--- src/rtl/sync_mbx_pkg.sv ---
package sync_mbx_pkg;
  localparam int WORD_W    = 32;
  localparam int BYTE_W    = 8;
  localparam int LANES     = WORD_W / BYTE_W;
  localparam int SIDES     = 2;
  localparam int OWN_LANE  = 1;
  localparam int CTRL_LANE = 3;
  localparam int BIT_EN    = 31;
  localparam int BIT_TRG_A = 30;
  localparam int BIT_TRG_B = 29;

  typedef struct packed {
    logic to_b;
    logic to_a;
  } trig_t;

  // Assemble the read view of one side: enable, zeros, own byte, peer byte.
  function automatic logic [WORD_W-1:0] pack_view(input logic en,
                                                  input logic [BYTE_W-1:0] own,
                                                  input logic [BYTE_W-1:0] peer);
    logic [WORD_W-1:0] v;
    v = '0;
    v[BIT_EN] = en;
    v[OWN_LANE*BYTE_W +: BYTE_W] = own;
    v[BYTE_W-1:0] = peer;
    return v;
  endfunction

  // Take the new byte only when its lane strobe is set.
  function automatic logic [BYTE_W-1:0] lane_merge(input logic [BYTE_W-1:0] old_b,
                                                   input logic [BYTE_W-1:0] new_b,
                                                   input logic strobe);
    return strobe ? new_b : old_b;
  endfunction
endpackage

--- src/rtl/sync_mbx_port.sv ---
module sync_mbx_port
  import sync_mbx_pkg::*;
#(
  parameter int ADDR_W   = 4,
  parameter int SYNC_OFS = 0
) (
  input  logic                 clk,
  input  logic                 rst_n,
  input  logic                 sel,
  input  logic                 we,
  input  logic [ADDR_W-1:0]    addr,
  input  logic [LANES-1:0]     be,
  input  logic [WORD_W-1:0]    wdata,
  input  logic [BYTE_W-1:0]    peer_byte,
  output logic [WORD_W-1:0]    rdata,
  output logic [BYTE_W-1:0]    own_byte,
  output logic                 irq_en,
  output trig_t                trig
);
  localparam logic [ADDR_W-1:0] SYNC_ADDR = ADDR_W'(SYNC_OFS);

  logic hit, wr_acc, rd_acc, ctrl_wr;

  assign hit     = (addr == SYNC_ADDR);
  assign wr_acc  = sel & we & hit;
  assign rd_acc  = sel & ~we & hit;
  assign ctrl_wr = wr_acc & be[CTRL_LANE];

  always_ff @(posedge clk or negedge rst_n) begin
    if (!rst_n) begin
      own_byte <= '0;
      irq_en   <= 1'b0;
    end else if (wr_acc) begin
      own_byte <= lane_merge(own_byte, wdata[OWN_LANE*BYTE_W +: BYTE_W], be[OWN_LANE]);
      if (be[CTRL_LANE]) irq_en <= wdata[BIT_EN];
    end
  end

  always_comb begin
    trig.to_a = ctrl_wr & wdata[BIT_TRG_A];
    trig.to_b = ctrl_wr & wdata[BIT_TRG_B];
  end

  assign rdata = rd_acc ? pack_view(irq_en, own_byte, peer_byte) : '0;
endmodule

--- src/rtl/sync_mbx_irq.sv ---
module sync_mbx_irq
  import sync_mbx_pkg::*;
(
  input  logic             clk,
  input  logic             rst_n,
  input  trig_t            trig_from_a,
  input  trig_t            trig_from_b,
  input  logic [SIDES-1:0] en,
  output logic [SIDES-1:0] req,
  output logic [SIDES-1:0] deliver,
  output logic [SIDES-1:0] irq
);
  assign req[0] = trig_from_a.to_a | trig_from_b.to_a;
  assign req[1] = trig_from_a.to_b | trig_from_b.to_b;

  for (genvar t = 0; t < SIDES; t++) begin : g_tgt
    assign deliver[t] = req[t] & en[t];
    always_ff @(posedge clk or negedge rst_n) begin
      if (!rst_n) irq[t] <= 1'b0;
      else        irq[t] <= deliver[t];
    end
  end
endmodule

--- src/rtl/sync_mailbox.sv ---
module sync_mailbox
  import sync_mbx_pkg::*;
#(
  parameter int ADDR_W   = 4,
  parameter int SYNC_OFS = 0
) (
  input  logic              clk,
  input  logic              rst_n,
  input  logic              a_sel,
  input  logic              a_we,
  input  logic [ADDR_W-1:0] a_addr,
  input  logic [3:0]        a_be,
  input  logic [31:0]       a_wdata,
  output logic [31:0]       a_rdata,
  input  logic              b_sel,
  input  logic              b_we,
  input  logic [ADDR_W-1:0] b_addr,
  input  logic [3:0]        b_be,
  input  logic [31:0]       b_wdata,
  output logic [31:0]       b_rdata,
  output logic              irq_a,
  output logic              irq_b
);
  logic              p_sel   [SIDES];
  logic              p_we    [SIDES];
  logic [ADDR_W-1:0] p_addr  [SIDES];
  logic [LANES-1:0]  p_be    [SIDES];
  logic [WORD_W-1:0] p_wdata [SIDES];
  logic [WORD_W-1:0] p_rdata [SIDES];
  logic [BYTE_W-1:0] own_byte[SIDES];
  trig_t             trig    [SIDES];
  logic [SIDES-1:0]  irq_en;
  logic [SIDES-1:0]  irq_req;
  logic [SIDES-1:0]  irq_deliver;
  logic [SIDES-1:0]  irq_vec;

  // Named views for the checker
  logic [BYTE_W-1:0] own_a, own_b;
  logic              en_a, en_b, req_a, req_b;

  assign p_sel[0] = a_sel;   assign p_sel[1] = b_sel;
  assign p_we[0]  = a_we;    assign p_we[1]  = b_we;
  assign p_addr[0] = a_addr; assign p_addr[1] = b_addr;
  assign p_be[0]  = a_be;    assign p_be[1]  = b_be;
  assign p_wdata[0] = a_wdata; assign p_wdata[1] = b_wdata;

  for (genvar s = 0; s < SIDES; s++) begin : g_side
    sync_mbx_port #(.ADDR_W(ADDR_W), .SYNC_OFS(SYNC_OFS)) u_port (
      .clk      (clk),
      .rst_n    (rst_n),
      .sel      (p_sel[s]),
      .we       (p_we[s]),
      .addr     (p_addr[s]),
      .be       (p_be[s]),
      .wdata    (p_wdata[s]),
      .peer_byte(own_byte[SIDES-1-s]),
      .rdata    (p_rdata[s]),
      .own_byte (own_byte[s]),
      .irq_en   (irq_en[s]),
      .trig     (trig[s])
    );
  end

  sync_mbx_irq u_irq (
    .clk        (clk),
    .rst_n      (rst_n),
    .trig_from_a(trig[0]),
    .trig_from_b(trig[1]),
    .en         (irq_en),
    .req        (irq_req),
    .deliver    (irq_deliver),
    .irq        (irq_vec)
  );

  assign a_rdata = p_rdata[0];
  assign b_rdata = p_rdata[1];
  assign irq_a   = irq_vec[0];
  assign irq_b   = irq_vec[1];
  assign own_a   = own_byte[0];
  assign own_b   = own_byte[1];
  assign en_a    = irq_en[0];
  assign en_b    = irq_en[1];
  assign req_a   = irq_req[0];
  assign req_b   = irq_req[1];
endmodule

--- config.mk ---
export PLATFORM = sky130hd
export DESIGN_NAME = sync_mailbox
export DESIGN_NICKNAME = d
export VERILOG_FILES = /design/src/rtl/sync_mbx_pkg.sv /design/src/rtl/sync_mbx_port.sv /design/src/rtl/sync_mbx_irq.sv /design/src/rtl/sync_mailbox.sv
export SDC_FILE = /design/constraint.sdc
export NUM_CORES = 1
export LEC_CHECK = 0
export ABC_AREA = 1
export BUFFER_PORTS_ARGS = -buffer_cell sky130_fd_sc_hd__buf_4
export CAP_MARGIN = 0
export CORE_ASPECT_RATIO = 0.7
export CORE_MARGIN = 2
export CORE_UTILIZATION = 32
export CTS_CLUSTER_SIZE = 10
export DETAILED_ROUTE_END_ITERATION = 6
export PLACE_DENSITY = 0.77
export SYNTH_ARGS = -nofsm -noshare
export SYNTH_HDL_FRONTEND = slang
export SYNTH_HIERARCHICAL = 1
export SYNTH_SLANG_ARGS = --single-unit
--- constraint.sdc ---
create_clock -name clk -period 0.8 [get_ports clk]
set_input_delay 0.08 -clock clk [delete_from_list [all_inputs] [get_ports clk]]
set_output_delay 0.08 -clock clk [all_outputs]
set_load 0.05 [all_outputs]
======== After elaboration in Yosys (flattened, before gate mapping) ========
Cells that the tools add are included.
operators by class
  reductions and logical operators ........ 6
  mux-type cells .......................... 2
  bitwise logic cells ..................... 20
operators with widths
  operator           count
  $mux W32           2
  $and A1 B1 Y1      16
  $logic_not A4 Y1   2
  $reduce_and A2 Y1  4
  $not A1 Y1         2
  $or A1 B1 Y1       2
word-level totals
  output and inout port bits .............. 66
  word-level logic and storage cells ...... 34
  input port bits ......................... 86
  bits in registers ....................... 20

======== Longest topological paths before layout ========
  word-level depth ........................ 6
  mapped depth ............................ 6
  mapped depth without buffers ............ 6

======== By module ========
The synthesis kept the hierarchy.
by module, submodules not included
  module         times used  cells each  sequential area each (µm²)  area each (µm²)
  sync_mbx_port  2           102         225.2                       698.2
  sync_mbx_irq   1           10          50.0                        85.1

======== Worst setup path after synthesis ========
OpenSTA, ideal clock, no wires.
  path type ............................... in2out
  from .................................... in a_addr[1]
  to ...................................... out a_rdata[10]
  required time ........................... 0.720 ns
  stages on the path ...................... 4
  path slack .............................. -0.482 ns
  arrival time ............................ 1.202 ns
  cell sequence ........................... nor2_4 -> nand4_4 -> buf_4 -> nor2_1
between the ends
  cells in the longest elaborated chain, start to end .. 3
RTL lines
  item              line                 RTL
  from (decl)       sync_mailbox.sv:11   input logic [ADDR_W-1:0] a_addr,
  $logic_not A4 Y1  sync_mbx_port.sv:24  assign hit = (addr == SYNC_ADDR);
  $and A1 B1 Y1     sync_mbx_port.sv:26  assign rd_acc = sel & ~we & hit;
  $mux W32          sync_mbx_port.sv:44  assign rdata = rd_acc ? pack_view(irq_en, own_byte, peer_byte) : '0;
  to (decl)         sync_mailbox.sv:14   output logic [31:0] a_rdata,
Every way passes these cells.

======== Worst setup path after layout ========
  from .................................... reg g_side[0].u_port.own_byte[5]
  to ...................................... out a_rdata[13]
between the ends
  cells in the longest elaborated chain, start to end .. 1
RTL lines
  item                    line                 RTL
  from (decl)             sync_mbx_port.sv:16  output logic [BYTE_W-1:0] own_byte,
  from (signal assigned)  sync_mbx_port.sv:34  own_byte <= lane_merge(own_byte, wdata[OWN_LANE*BYTE_W +: BYTE_W], be[OWN_LANE]);
  $mux W32                sync_mbx_port.sv:44
Every way passes these cells.

==> results.sh <==
export IMPL_power_frac_clock_pct=29.5
export IMPL_clk_latency_ns=0.25
export IMPL_crit_path_max_incr_delay_ns=0.41
export IMPL_critPathTopFamily="flip-flops"
export IMPL_post_place_ws_ns=-0.233
export IMPL_design_core_area_sq_um=4380
export IMPL_wl_per_cell_microns=12.0
export IMPL_cp_arrival_ns=0.98
export IMPL_powerDensity_nw_per_um2=1240
export IMPL_p_sw_share_pct=34.9
export IMPL_leakagePower_nw=1.31
export IMPL_hold_viol=0
export IMPL_endpoint_kind="output port"
export IMPL_cts_sinks=20
export IMPL_setup_violations=38
export IMPL_rsz0062_at_grt="true"
export IMPL_grt_usage_pct=15.3
export IMPL_fin_ws_ns=-0.258
export IMPL_crit_path_start_kind="register"
export IMPL_fp_row_count=20
export IMPL_start_util_pct=33.7
export IMPL_worst_clock_skew_ns=0.0000402
export IMPL_fin_area_sq_um=2700
export IMPL_fmax_ghz=0.945
export IMPL_htreeDepth=1
export IMPL_syn_to_final_growth_pct=83.3
export IMPL_timing_critical_path_buf_inv=2
export IMPL_yosysWarnings=6
export IMPL_port_buffers=75
export IMPL_final_cell_mix="55 x buf_4, 32 x nand2_1, 30 x conb_1, 30 x buf_6, 28 x nor2_4"
export IMPL_cts_tree="done"
export IMPL_routed_wl_mm=4.40
export IMPL_syn_inst=212
export IMPL_clock_path_buffers=2
export IMPL_drv_slew=0
export IMPL_pwr_share_comb_pct=33.4
export IMPL_total_power_w=0.00335
export IMPL_period_minus_slack_ns=1.06
export IMPL_grt_pass1_vias=1349
export IMPL_die_y_microns=60.8
export IMPL_ios=152
export IMPL_dp_cells=348
export IMPL_placed_area_sq_um=2260
export IMPL_final_common_cell="buf_4"
export IMPL_multi_input_area_sq_um=905
export IMPL_hp_class="primary input to register"
export IMPL_power_frac_seq_pct=37.1
export IMPL_gp_congestion=0.735
export IMPL_dieArea_sq_um=5170
export IMPL_nFillCells=385
export IMPL_via_count=1539
export IMPL_path_cells="inv_2 -> nor2_4 -> buf_6"
export IMPL_cap_violations=0
export IMPL_num_nets_final=399
export IMPL_diodes=0
export IMPL_p_int_w=0.00218
export IMPL_syn_avg_cell_area_sq_um=6.95
export IMPL_stdcell_count=367
export IMPL_status="finished, violations left"
export IMPL_violations="negative setup slack"
export IMPL_die_w_microns=85.1
export IMPL_worst_setup_path_type="register to output port"
export IMPL_syn_area_sq_um=1470
export IMPL_ant_nets=0
export IMPL_dr_pass1_iters=4
export IMPL_cp_required_ns=0.72
export IMPL_grt_max_degree=21
export IMPL_drt_iter0_markers=37
export IMPL_critPathMaxFanout=3
export IMPL_p_sw_w=0.00117
export IMPL_drc_errors=0
export IMPL_critPathSlowestCell="dfrtp_1"
export IMPL_overflow=0
export IMPL_regArea_sq_um=500
export IMPL_viasPerCell=4.19
export IMPL_clkTransAtPathRegs_ns=0.07
export IMPL_grt_antenna_before_repair=0
export IMPL_period_share_pct=132
export IMPL_grt_pass1_wl_mm=6.20
export IMPL_dpl_hpwl_mm=3.12
export IMPL_max_vdd_ir_drop_mv=0.642
export IMPL_drive_gt1_share_pct=59.3
export IMPL_cts_root_buf="clkbuf_8"
export IMPL_cts_buffers=3
==> path summary, 6_finish.rpt <==
check                                                    startpoint                                        to  slack (ns)  cells after the start
max                        g_side[0].u_port/own_byte[5]$_DFFE_PN0P_                               a_rdata[13]       -0.26                      3
max in group asynchronous                                     rst_n  g_side[0].u_port/own_byte[1]$_DFFE_PN0P_        0.35                      2
min reg2reg                g_side[0].u_port/own_byte[3]$_DFFE_PN0P_  g_side[0].u_port/own_byte[3]$_DFFE_PN0P_        0.51                      2
max reg2reg                g_side[1].u_port/own_byte[3]$_DFFE_PN0P_  g_side[1].u_port/own_byte[3]$_DFFE_PN0P_       -0.08                      4
min in group asynchronous                                     rst_n  g_side[0].u_port/own_byte[2]$_DFFE_PN0P_        0.24                      2
min                                                     a_wdata[13]  g_side[0].u_port/own_byte[5]$_DFFE_PN0P_        0.05                      3
==> layer usage <==
metal	vias up	routed length, microns	part of all wire [%]	track usage (%)
li1	769	-	-	-
met1	697	1780	40	18.7
met2	69	2310	52	27.8
met3	4	287	6.5	3.95
met4	0	34	0.77	3.85
met5	-	0	0	0
==> layout make-up <==
| cell class | instances | share of cell area [%] |
|---|---|---|
| Sequential cell | 20 | 18.5 |
| Tap cell | 55 | 2.55 |
| Clock inverter | 1 | 1.11 |
| Inverter | 44 | 6.11 |
| Timing Repair Buffer | 100 | 36.7 |
| Multi-Input combinational cell | 144 | 33.5 |
| Clock buffer | 3 | 1.53 |
==> flip-flops by register name (all words and copies together), names as in the netlist <==
| register | cells |
|---|---|
| u_irq/irq | 2 |
| g_side.u_port/irq_en | 2 |
| g_side.u_port/own_byte | 16 |
==> worst reg2reg max path, cell delays in order, from the launching register on <==
cell	delay, ns
dfrtp_1	0.41
buf_4	0.14
buf_4	0.12
nand2_1	0.05
nand2_1	0.05
==> what timing repair did <==
| action | 4_1_cts | 5_1_grt |
|---|---|---|
| resized for setup | 42 | 47 |
| hold endpoints to repair | 20 | 0 |
| gates cloned | 0 | 3 |
| setup endpoints to repair | 36 | 50 |
| pin swaps | 17 | 23 |
| hold buffers | 1 | 0 |
| setup buffers | 5 | 8 |
==> per-stage QoR <==
stage	setup TNS [ns]	hold WS [ns]	utilization, %
floorplan	-6.24	-0.216	-
global placement	-9.69	-0.0258	51.6
detailed placement	-11.16	-0.0261	51.6
CTS	-8.31	0.0459	57.4
global route	-10.32	0.0450	61.7
finish	-8.40	0.0483	61.7
==> power groups by stage <==
stage	Combinational, W	Clock (W)	Sequential (W)
2_1_floorplan	0.000780	0	0.00122
3_3_place_gp	0.000927	0	0.00123
3_5_place_dp	0.000946	0	0.00124
4_1_cts	0.00101	0.00102	0.00122
5_1_grt	0.00121	0.00106	0.00126
6_report	0.00112	0.000989	0.00124
No activity file was read; power rests on OpenSTA's default activity.
